### config.mk
export PLATFORM = sky130hd
export DESIGN_NAME = frame_acq_seq
export DESIGN_NICKNAME = d
export VERILOG_FILES = /design/src/rtl/acq_seq_pkg.sv /design/src/rtl/acq_vb_edge.sv /design/src/rtl/acq_fsm.sv /design/src/rtl/acq_status_pack.sv /design/src/rtl/frame_acq_seq.sv
export SDC_FILE = /design/constraint.sdc
export NUM_CORES = 1
export LEC_CHECK = 0
export BUFFER_PORTS_ARGS = -buffer_cell sky130_fd_sc_hd__buf_2
export CAP_MARGIN = 25
export CORE_AREA = 2 2 40 42
export DETAILED_ROUTE_END_ITERATION = 10
export DIE_AREA = 0 0 42 44
export PLACE_DENSITY = 0.53
export RECOVER_POWER = 25
export SLEW_MARGIN = 20
export SYNTH_ARGS = -nofsm -noshare
export SYNTH_HDL_FRONTEND = slang
export SYNTH_SLANG_ARGS = --single-unit
### constraint.sdc
create_clock -name clk -period 1.2 [get_ports clk]
set_input_delay 0.24 -clock clk [delete_from_list [all_inputs] [get_ports clk]]
set_output_delay 0.24 -clock clk [all_outputs]
set_load 0.03 [all_outputs]
### src/rtl/acq_seq_pkg.sv
package acq_seq_pkg;

    typedef enum logic [2:0] {
        ST_IDLE   = 3'd0,
        ST_ARMED  = 3'd1,
        ST_CAP1   = 3'd2,
        ST_CAP2   = 3'd3,
        ST_DONE   = 3'd4
    } acq_state_e;

    // status byte bit positions (host software decodes these)
    localparam int unsigned STB_VBLANK = 0;
    localparam int unsigned STB_ARMED  = 1;
    localparam int unsigned STB_FIELD1 = 2;
    localparam int unsigned STB_FIELD2 = 3;
    localparam int unsigned STB_DONE   = 4;
    localparam int unsigned STB_USED   = 5;

endpackage

### src/rtl/acq_vb_edge.sv
module acq_vb_edge #(
    parameter int unsigned SYNC_STAGES = 2
) (
    input  logic clk,
    input  logic rst_n,
    input  logic vb_async_i,
    output logic vb_sync_o,
    output logic vb_rise_o
);

    logic [SYNC_STAGES-1:0] chain;
    logic                   vb_prev;

    generate
        if (SYNC_STAGES == 1) begin : g_single
            always_ff @(posedge clk) begin
                if (!rst_n) chain <= '0;
                else        chain <= vb_async_i;
            end
        end else begin : g_multi
            always_ff @(posedge clk) begin
                if (!rst_n) chain <= '0;
                else        chain <= {chain[SYNC_STAGES-2:0], vb_async_i};
            end
        end
    endgenerate

    always_ff @(posedge clk) begin
        if (!rst_n) vb_prev <= 1'b0;
        else        vb_prev <= chain[SYNC_STAGES-1];
    end

    assign vb_sync_o = chain[SYNC_STAGES-1];
    assign vb_rise_o = chain[SYNC_STAGES-1] & ~vb_prev;

endmodule

### src/rtl/acq_fsm.sv
module acq_fsm
    import acq_seq_pkg::*;
(
    input  logic       clk,
    input  logic       rst_n,
    input  logic       acq_req_i,
    input  logic       show_stored_i,
    input  logic       vb_rise_i,
    output acq_state_e state_o,
    output logic       cap_en_o,
    output logic       disp_stored_o
);

    acq_state_e state_q;
    acq_state_e state_d;

    always_comb begin
        state_d = state_q;
        unique case (state_q)
            ST_IDLE: begin
                if (acq_req_i) state_d = ST_ARMED;
            end
            ST_ARMED: begin
                if (!acq_req_i)     state_d = ST_IDLE;
                else if (vb_rise_i) state_d = ST_CAP1;
            end
            ST_CAP1: begin
                if (vb_rise_i) state_d = ST_CAP2;
            end
            ST_CAP2: begin
                if (vb_rise_i) state_d = ST_DONE;
            end
            ST_DONE: begin
                if (!acq_req_i) state_d = ST_IDLE;
            end
            default: state_d = ST_IDLE;
        endcase
    end

    always_ff @(posedge clk) begin
        if (!rst_n) state_q <= ST_IDLE;
        else        state_q <= state_d;
    end

    // outputs registered from the next state so they line up with state_q
    always_ff @(posedge clk) begin
        if (!rst_n) begin
            cap_en_o      <= 1'b0;
            disp_stored_o <= 1'b0;
        end else begin
            unique case (state_d)
                ST_IDLE: begin
                    cap_en_o      <= 1'b0;
                    disp_stored_o <= show_stored_i;
                end
                ST_ARMED: begin
                    cap_en_o      <= 1'b0;
                    disp_stored_o <= 1'b0;
                end
                ST_CAP1, ST_CAP2: begin
                    cap_en_o      <= 1'b1;
                    disp_stored_o <= 1'b0;
                end
                ST_DONE: begin
                    cap_en_o      <= 1'b0;
                    disp_stored_o <= 1'b1;
                end
                default: begin
                    cap_en_o      <= 1'b0;
                    disp_stored_o <= 1'b0;
                end
            endcase
        end
    end

    assign state_o = state_q;

endmodule

### src/rtl/acq_status_pack.sv
module acq_status_pack
    import acq_seq_pkg::*;
#(
    parameter int unsigned STATUS_W = 8
) (
    input  acq_state_e          state_i,
    input  logic                vb_sync_i,
    output logic [STATUS_W-1:0] status_o
);

    always_comb begin
        status_o             = '0;
        status_o[STB_VBLANK] = vb_sync_i;
        status_o[STB_ARMED]  = (state_i == ST_ARMED);
        status_o[STB_FIELD1] = (state_i == ST_CAP1);
        status_o[STB_FIELD2] = (state_i == ST_CAP2);
        status_o[STB_DONE]   = (state_i == ST_DONE);
    end

endmodule

### src/rtl/frame_acq_seq.sv
module frame_acq_seq
    import acq_seq_pkg::*;
#(
    parameter int unsigned SYNC_STAGES = 2,
    parameter int unsigned STATUS_W    = 8
) (
    input  logic                clk,
    input  logic                rst_n,
    input  logic                acq_req_i,
    input  logic                show_stored_i,
    input  logic                vblank_i,
    output logic                cap_en_o,
    output logic                disp_stored_o,
    output logic [STATUS_W-1:0] status_o
);

    localparam int unsigned MIN_STATUS_W = STB_USED;

    logic       vb_sync;
    logic       vb_rise;
    acq_state_e state;

    generate
        if (STATUS_W < MIN_STATUS_W || SYNC_STAGES < 1) begin : g_bad_cfg
            initial $error("frame_acq_seq: STATUS_W or SYNC_STAGES too small");
        end
    endgenerate

    acq_vb_edge #(
        .SYNC_STAGES (SYNC_STAGES)
    ) u_edge (
        .clk        (clk),
        .rst_n      (rst_n),
        .vb_async_i (vblank_i),
        .vb_sync_o  (vb_sync),
        .vb_rise_o  (vb_rise)
    );

    acq_fsm u_fsm (
        .clk           (clk),
        .rst_n         (rst_n),
        .acq_req_i     (acq_req_i),
        .show_stored_i (show_stored_i),
        .vb_rise_i     (vb_rise),
        .state_o       (state),
        .cap_en_o      (cap_en_o),
        .disp_stored_o (disp_stored_o)
    );

    acq_status_pack #(
        .STATUS_W (STATUS_W)
    ) u_status (
        .state_i   (state),
        .vb_sync_i (vb_sync),
        .status_o  (status_o)
    );

endmodule

==> impl_summary.log, run 1 <==
INFO  metric yosys_most_used_dff = dfxtp_1
INFO  metric final_util = 0.374
INFO  metric max-clock-path-buffers = 2
INFO  metric synth_area_leader_cell = dfxtp_1
INFO  metric fin_nets = 59
INFO  metric clkLatencyLatePin = about 0.25 ns
INFO  metric synth-edff-count = 0
INFO  metric postRouteAntennaNets = 0
INFO  metric drv_cap = 0
INFO  metric syn_area = between 300 and 400 um2
INFO  metric area.growth.synth_to_final = 41.3%
INFO  metric syn_avg_cell_area = about 10 um2
INFO  metric vias = between 200 and 300
INFO  metric hold_viol = 0
INFO  metric core-area = between 0.001 and 0.0015 mm2
INFO  metric wirelength = around 630 um
INFO  metric fp.dieH = between 40 and 50 um
INFO  metric max_freq = 0.791 GHz
INFO  metric setup.worst_path.start_class = register
INFO  metric placedInstanceArea = ~460 um2
INFO  metric clk_pin_slew = ~0.050 ns
INFO  metric grt_first_pass_wirelength = around 1000 um
INFO  metric drt_drc_violations_left = 0
INFO  metric synthDominantCellAreaShare = 0.427
INFO  metric crit_path_top_delay_cell = dfxtp_4
INFO  metric tritoncts.num_buffers = 3
INFO  metric worstSetupEndpointType = output pin
INFO  metric finClkSkew = around 0.0042 ns
INFO  metric place.detailed.hpwl = 503 um
INFO  metric yosysMostFrequentCell = dfxtp_1
INFO  metric synthTopCellsByCount = 8 x dfxtp_1, 5 x and2_1, 4 x buf_4
INFO  metric synth_compound_gate_area_share = 0.117
INFO  metric grt_util_all_layers = 0.0770
INFO  metric violations = negative setup slack
INFO  metric timing.critical_path.slowest_cell_delay = between 0.3 and 0.4 ns
INFO  metric muxShareOfSynthArea = 0.0267
INFO  metric vdd_ir_drop_max = just over 0.5 mV
INFO  metric global_route.overflow_total = 0
INFO  metric io_pins = 15
INFO  metric antenna_violations_before_repair = 0
INFO  metric post_synth_main_area_contributors = dfxtp_1 43%, and2_1 8.3%, buf_4 8.0%
INFO  metric tritoncts = done
INFO  metric synth_top_family_by_area = simple AND/OR/NAND/NOR gates
INFO  metric routed_wire_length_per_instance = 9.29 um
INFO  metric critPathArrivalTime = 1.02 ns
INFO  metric layout-drive-gt1-share = 0.558
INFO  metric yosys_register_bits = 8
INFO  metric crit_required = approximately 0.96 ns
INFO  metric ctsRootBufferMaster = clkbuf_4
INFO  metric timing.final.crit_period = roughly 1.3 ns
INFO  metric via_count_of_the_first_global_routing_pass = 270
INFO  metric port_buffers = 11
INFO  metric report.final.slew_viol_count = 0
INFO  metric final.period_utilization = 1.05
INFO  metric holdCritPathClass = input pin to register
INFO  metric run_status = finished with violations
INFO  metric synth_adder_area_share = 0
INFO  metric starting_density_of_the_core = 0.265
INFO  metric synth_simple_gate_area_frac = 0.320
INFO  metric rsz0062_at_grt = true
INFO  metric antenna_cells_inserted = 0
INFO  metric cp_num_buf_inv = 2
INFO  metric power.density = between 1000 and 1500 mW/mm2
INFO  metric syn-instance-count = 37
INFO  metric h-tree-depth = 1
INFO  metric clkSinkCount = 8
INFO  metric floorplan.die.width = about 42 um
INFO  metric pre_cts_slack = -0.0362 ns
INFO  metric synth.lib_cells_used.distinct = 20
INFO  metric drt-vias-per-instance = ~4.2
INFO  metric design.die.area = 0.00185 mm2
INFO  metric worstPathCellList = buf_6, nor3b_2, buf_4
INFO  metric portion_of_the_post_synthesis_area_used_by_sequential_elements = 0.427
INFO  metric p_leak = ~0.25 nW
INFO  metric reg2regPathDepth = 3
INFO  metric detailedRoute.firstIterationViolations = 0
INFO  metric drt_first_pass_iters = 1
INFO  metric final_design_area_no_fill = 531 um2
INFO  metric post-route-worst-setup-slack = -0.0636 ns
INFO  metric critical_path.top_delay_family = flip-flops
INFO  metric gpl_congestion = about 0.62
INFO  metric yosysWarnings = 0
INFO  metric ffs_w_async_s_r_synth = 0
INFO  metric setup-violations-final = 3
INFO  metric grt_max_degree = 9
INFO  metric num_rows = 14
INFO  metric critical_path_depth = 3
INFO  metric whs_path_depth = 2
INFO  metric xor_xnor_portion_of_the_synthesized_cell_area = 0
INFO  metric worstPathMaxFanout = 8
INFO  metric worst-setup-path-type = register to output pin
==> flip-flops by register name, summed over array words and instances, names as in the netlist <==
name                 count
u_fsm.cap_en_o           1
u_fsm.state_o            3
u_edge.chain             2
u_fsm.disp_stored_o      1
u_edge.vb_prev           1
==> final timing paths <==
path / startpoint / endpoint / slack (ns)
min: vblank_i / u_edge.chain[0] / 0.20
max: u_fsm.state_o[2] / status_o[1] / -0.06
max reg2reg: u_fsm.state_o[2] / u_fsm.state_o[1] / 0.03
min reg2reg: u_edge.chain[0] / u_edge.chain[1] / 0.44
==> power breakdown <==
part | internal [mW] | switching [mW]
Clock | 0.114 | 0.0839
Combinational | 0.0291 | 0.0414
Sequential | 0.270 | 0.00613
Total | 0.413 | 0.131
==> repair_timing <==
action | in CTS | in global routing
pin swaps | 5 | 2
hold buffers | 0 | 0
endpoints found under the hold margin | 0 | 0
gates resized for setup | 12 | 2
buffers inserted | 1 | 0
setup endpoints to repair | 6 | 7
==> through the flow <==
| stage | TNS, ns | instances | total power, mW | hold slack [ns] |
|---|---|---|---|---|
| detailed placement | -0.0637 | 65 | 0.352 | 0.427 |
| CTS | -0.171 | 68 | 0.559 | 0.185 |
| floorplan | 0 | 39 | 0.341 | 0.362 |
| global placement | -0.0697 | 65 | 0.352 | 0.417 |
| finish | -0.110 | 68 | 0.544 | 0.195 |
| global route | -0.349 | 68 | 0.575 | 0.188 |
==> per-layer routing <==
metal | global-route usage | up-vias | share of wire
met5 | 0 | - | 0
met4 | 0.0774 | 0 | 0
met3 | 0.0208 | 0 | 0.076
met2 | 0.106 | 11 | 0.45
met1 | 0.0941 | 128 | 0.47
li1 | - | 148 | -
==> area by class of cell <==
| class | instances | area (um2) |
|---|---|---|
| sequential | 8 | 171 |
| inverter | 2 | 7.51 |
| fill | 146 | 888 |
| tap | 16 | 20.0 |
| timing repair buffer | 14 | 93.8 |
| clock buffer | 3 | 22.5 |
| multi-input combinational | 25 | 215 |
==> cell families after synthesis <==
group | Yosys count
AO/OA/AOI/OAI | 4
buffers and inverters | 6
flip-flops | 8
multiplexers | 1
other | 1
AND/OR/NAND/NOR | 17
==> placed cells by master (no fill, tap or decap), types with 2 or more instances in the layout <==
cell      count
and2_1        4
buf_2         6
buf_4         5
buf_6         2
clkbuf_4      3
conb_1        3
dfxtp_1       5
dfxtp_4       3
inv_1         2
nor2_1        2
nor3b_2       2
==> worst register-to-register path, delay by kind of cell, from the launching register on <==
family,cells,cell delay [ns]
mux,1,0.19
flops,1,0.36
simple gates,2,0.57
No activity file was read; power rests on OpenSTA's default activity.
==> inputs of run 2 (changes only) <==
==> constraint.sdc (replaced) <==
create_clock -name clk -period 1.2 [get_ports clk]
set_input_delay 0.24 -clock clk [delete_from_list [all_inputs] [get_ports clk]]
set_output_delay 0.24 -clock clk [all_outputs]
set_load 0.05 [all_outputs]
==> impl_summary.log, run 2 (same netlist as run 1, synthesis figures left out) <==
INFO  metric area.growth.synth_to_final = 40.0%
INFO  metric core-area = 0.00142 mm2 (unchanged)
INFO  metric setup.worst_path.start_class = register
INFO  metric rsz0062_at_grt = true
INFO  metric critPathArrivalTime = 1.07 ns (+0.05 ns)
INFO  metric hold_viol = 0 (unchanged)
INFO  metric run_status = finished with violations
INFO  metric commonest_cells_after_routing_fill_and_taps_aside = 6 x buf_2, 5 x and2_1, 5 x dfxtp_1
INFO  metric finClkSkew = 0.000246 ns (-0.00397 ns)
INFO  metric r2r_start = u_fsm.state_o[2]
INFO  metric postRouteAntennaNets = 0 (unchanged)
INFO  metric clk_pin_slew = 0.05 ns (about the same)
INFO  metric vias = 277 (-3.5%)
INFO  metric reg2regPathDepth = 4 (+1)
INFO  metric number_of_flip_flops_in_the_largest_register = 3 (unchanged)
INFO  metric ctsRootBufferMaster = clkbuf_4
INFO  metric r2r_slack = 0.01 ns (-0.02 ns)
INFO  metric p_leak = 0.254 nW (+1.9%)
INFO  metric vdd_ir_drop_max = 0.424 mV (-16%)
INFO  metric drv_cap = 0 (unchanged)
INFO  metric critPathCapture = status_o[1]
INFO  metric clkLatencyLatePin = 0.25 ns (about the same)
INFO  metric antenna_cells_inserted = 0 (unchanged)
INFO  metric timing.final.crit_period = 1.31 ns (+0.0487 ns)
INFO  metric final.period_utilization = 1.09 (+0.0406)
INFO  metric antenna_violations_before_repair = 0 (unchanged)
INFO  metric tritoncts.num_buffers = 3 (unchanged)
INFO  metric setup-violations-final = 4 (+1)
INFO  metric h-tree-depth = 1 (unchanged)
INFO  metric clkSinkCount = 8 (unchanged)
INFO  metric grt_first_pass_wirelength = 1170 um (+15%)
INFO  metric worstPathMaxFanout = 8 (unchanged)
INFO  metric starting_density_of_the_core = 0.265 (unchanged)
INFO  metric grt_util_all_layers = 0.0862 (+0.00925)
INFO  metric floorplan.die.width = 42 um (unchanged)
INFO  metric num_rows = 14 (unchanged)
INFO  metric num-fill-cells = 152 (+4.1%)
INFO  metric detailedRoute.firstIterationViolations = 0 (unchanged)
INFO  metric fp.dieH = 44 um (unchanged)
INFO  metric layout-drive-gt1-share = 0.538 (-0.0192)
INFO  metric port_buffers = 11 (unchanged)
INFO  metric drt-vias-per-instance = 4.07 (-3.5%)
INFO  metric fin_nets = 59 (unchanged)
INFO  metric routed_wire_length_per_instance = 9.68 um (+4.1%)
INFO  metric worst-setup-path-type = register to output pin
INFO  metric tritoncts = done
INFO  metric max-clock-path-buffers = 2 (unchanged)
INFO  metric critical_path.reg2reg.endpoint = u_fsm.state_o[1]
INFO  metric mostFrequentLayoutCell = buf_2
INFO  metric power.density = 1070 mW/mm2 (+4.0%)
INFO  metric cts_hold_buf = 0 (unchanged)
INFO  metric io_pins = 15 (unchanged)
INFO  metric holdCritPathClass = input pin to register
INFO  metric max_freq = 0.762 GHz (-3.7%)
INFO  metric via_count_of_the_first_global_routing_pass = 285 (+5.6%)
INFO  metric gpl_congestion = 0.628 (+0.58%)
INFO  metric violations = negative setup slack
INFO  metric design.die.area = 0.00185 mm2 (unchanged)
INFO  metric post-route-worst-setup-slack = -0.112 ns (-0.0487 ns)
INFO  metric grt_max_degree = 9 (unchanged)
INFO  metric drt_first_pass_iters = 1 (unchanged)
INFO  metric worstSetupEndpointType = output pin
INFO  metric report.final.slew_viol_count = 0 (unchanged)
INFO  metric crit_required = 0.96 ns (about the same)
INFO  metric drt_drc_violations_left = 0 (unchanged)
INFO  metric wirelength = 658 um (+4.1%)
INFO  metric place.detailed.hpwl = 489 um (-2.8%)
INFO  metric total_power = 0.561 mW (+3.0%)
INFO  metric global_route.overflow_total = 0 (unchanged)
INFO  metric timing.critical_path.from = u_fsm.state_o[1]
INFO  metric fin_hold_ws = 0.195 ns (-0.000392 ns)
-- run 2: timing repair --
item | CTS | global route
gates resized for setup | 13 | 0
setup buffers | 1 | 0
pin swaps | 1 | 1
setup endpoints to repair | 4 | 7
endpoints found under the hold margin | 0 | 0
-- run 2: cell type report --
cell class	instances	area, um2	share of cell area
inverter	2	7.51	0.0143
clock buffer	3	22.5	0.0429
tap	16	20.0	0.0381
sequential	8	169	0.321
timing repair buffer	14	109	0.207
multi-input combinational	25	198	0.376
-- run 2: worst min path at each step --
stage                          startpoint                to  slack, ns  cells after the start
after floorplan                     rst_n  u_fsm.state_o[1]       0.36                      1
after CTS                        vblank_i   u_edge.chain[0]       0.18                      2
after detailed placement  u_edge.chain[0]   u_edge.chain[1]       0.42                      1
after global placement    u_edge.chain[0]   u_edge.chain[1]       0.41                      1
final                            vblank_i   u_edge.chain[0]       0.20                      2
after global routing             vblank_i   u_edge.chain[0]       0.20                      2
-- run 2: where the power goes --
group,switching [mW],internal [mW],leakage (nW)
registers,0.00604,0.271,0.0673
clock network,0.0837,0.114,0.0138
logic,0.0576,0.0283,0.173
total,0.147,0.413,0.254
-- run 2: layer usage --
layer / share of wire / wire length [um] / vias to the layer above / GRT usage
met5: 0 / 0 / - / 0
met4: 0 / 0 / 0 / 0.0968
met2: 0.47 / 308 / 10 / 0.125
met1: 0.48 / 316 / 121 / 0.103
li1: - / - / 146 / -
met3: 0.050 / 33 / 0 / 0.0125
-- run 2: stage by stage --
stage	worst slack (ns)	setup TNS, ns	cell area [um2]	util	cells
floorplan	-0.0855	-0.181	398	-	39
global placement	0.0426	0	458	0.323	64
detailed placement	0.00465	0	458	0.323	64
CTS	-0.130	-0.341	527	0.371	68
global route	-0.149	-0.690	526	0.370	68
finish	-0.112	-0.270	526	0.370	68
-- run 2: worst max-delay path, cell delays in order (launching register included) --
cell	delay, ns
dfxtp_4	0.37
buf_6	0.11
nor3b_2	0.16
buf_6	0.18
==> inputs of run 3 (changes only) <==
Settings changed: ABC_CLOCK_PERIOD_IN_PS set to 1350.
Clock period 1.2 ns to 1.35 ns, I/O delays scaled along.
==> impl_summary.log, run 3 (same netlist as run 1, synthesis figures left out) <==
INFO  metric mostFrequentLayoutCell = buf_2
INFO  metric placedInstanceArea = 440 um2 (-3.8%)
INFO  metric final.period_utilization = 0.963
INFO  metric area.growth.synth_to_final = 29.0%
INFO  metric worst-setup-path-type = register to output pin
INFO  metric h-tree-depth = 1 (unchanged)
INFO  metric final_cells = 65 (-4.4%)
INFO  metric port_buffers = 11 (unchanged)
INFO  metric starting_density_of_the_core = 0.265 (unchanged)
INFO  metric post-route-worst-setup-slack = 0.0503 ns (+0.163 ns)
INFO  metric detailedRoute.firstIterationViolations = 0 (unchanged)
INFO  metric rsz0062_at_grt = false
INFO  metric vdd_ir_drop_max = 0.380 mV (-10%)
INFO  metric drt_first_pass_iters = 1 (unchanged)
INFO  metric drt-vias-per-instance = 4.06 (-0.29%)
INFO  metric number_of_flip_flops_in_the_largest_register = 3 (unchanged)
INFO  metric final_design_area_no_fill = 484 um2 (-7.9%)
INFO  metric cts_resized = 6 (-7)
INFO  metric holdCritPathClass = input pin to register
INFO  metric run_status = complete, no violations
INFO  metric worstPathMaxFanout = 8 (unchanged)
INFO  metric timing.critical_path.from = u_fsm.state_o[2]
INFO  metric r2r_start = u_fsm.state_o[1]
INFO  metric core-area = 0.00142 mm2 (unchanged)
INFO  metric tritoncts = done
INFO  metric gpl_congestion = 0.606 (-3.6%)
INFO  metric io_pins = 15 (unchanged)
INFO  metric final.setup.tns = 0 ns (+0.270 ns)
INFO  metric max-clock-path-buffers = 2 (unchanged)
INFO  metric antenna_cells_inserted = 0 (unchanged)
INFO  metric crit_required = 1.08 ns (+0.12 ns)
INFO  metric timing.final.crit_period = 1.30 ns
INFO  metric grt_first_pass_wirelength = 979 um (-17%)
INFO  metric num_rows = 14 (unchanged)
INFO  metric grt_max_degree = 9 (unchanged)
INFO  metric worstSetupEndpointType = output pin
INFO  metric vias = 264 (-4.7%)
INFO  metric drv_cap = 0 (unchanged)
INFO  metric hold_viol = 0 (unchanged)
INFO  metric p_leak = 0.233 nW (-8.4%)
INFO  metric cts_post_setup_buffers_inserted = 0 (-1)
INFO  metric report.final.slew_viol_count = 0 (unchanged)
INFO  metric total_power = 0.500 mW (-11%)
INFO  metric worst_hold_startpoint = vblank_i
INFO  metric fin_nets = 56 (-5.1%)
INFO  metric fp.dieH = 44 um (unchanged)
INFO  metric pre_cts_slack = 0.0864 ns (+0.0817 ns)
INFO  metric via_count_of_the_first_global_routing_pass = 239 (-16%)
INFO  metric antenna_violations_before_repair = 0 (unchanged)
INFO  metric setup-violations-final = 0 (-4)
INFO  metric cts_hold_buf = 0 (unchanged)
INFO  metric grt_util_all_layers = 0.0759 (-0.0103)
INFO  metric routed_wire_length_per_instance = 9.05 um (-6.5%)
INFO  metric tritoncts.num_buffers = 3 (unchanged)
INFO  metric global_route.overflow_total = 0 (unchanged)
INFO  metric clk_pin_slew = 0.06 ns (about the same)
INFO  metric critPathArrivalTime = 1.03 ns (-0.04 ns)
INFO  metric design.die.area = 0.00185 mm2 (unchanged)
INFO  metric final_util = 0.341 (-0.0291)
INFO  metric clkLatencyLatePin = 0.25 ns (about the same)
INFO  metric power.density = 1030 mW/mm2 (-3.3%)
INFO  metric wirelength = 588 um (-11%)
INFO  metric postRouteAntennaNets = 0 (unchanged)
INFO  metric setup.worst_path.start_class = register
INFO  metric floorplan.die.width = 42 um (unchanged)
INFO  metric max_freq = between 0.7 and 0.8 GHz
INFO  metric ctsRootBufferMaster = clkbuf_4
INFO  metric drt_drc_violations_left = 0 (unchanged)
INFO  metric fin_hold_ws = 0.226 ns (+0.0312 ns)
INFO  metric finClkSkew = 0.00391 ns (+0.00366 ns)
INFO  metric clkSinkCount = 8 (unchanged)
INFO  metric dpl.cell_count = 62 (-3.1%)
INFO  metric layout-drive-gt1-share = 0.510 (-0.0283)
INFO  metric commonest_cells_after_routing_fill_and_taps_aside = 6 x buf_2, 5 x dfxtp_1, 4 x and2_1
run 3: power breakdown:
group          switching [mW]  internal, mW  total, mW  leakage [nW]
clock                  0.0795         0.102      0.181        0.0138
sequential            0.00491         0.241      0.246        0.0673
combinational          0.0508        0.0220     0.0728         0.152
total                   0.135         0.364      0.500         0.233
run 3: area by class of cell:
type / instances / area [um2]
clock buffer: 3 / 22.5
fill: 147 / 935
inverter: 2 / 7.51
multi-input combinational: 25 / 198
sequential: 8 / 169
tap: 16 / 20.0
timing repair buffer: 11 / 67.6
run 3: per-layer routing:
metal / vias up / global-route usage / part of all wire
met2: 10 / 0.0969 / 0.45
met4: 0 / 0.0968 / 0
met1: 113 / 0.0909 / 0.48
met3: 0 / 0.0208 / 0.068
met5: - / 0 / 0
li1: 141 / - / -
run 3: final timing paths:
check	end	slack, ns	cells after the start
setup / recovery	status_o[3]	0.05	2
hold / removal	u_edge.chain[0]	0.23	2
setup reg to reg	u_fsm.state_o[1]	0.15	3
hold reg to reg	u_edge.chain[1]	0.43	1
run 3: worst max-delay path, stage by stage (launching register included):
cell,delay [ns]
dfxtp_4,0.36
and3b_2,0.26
buf_6,0.16
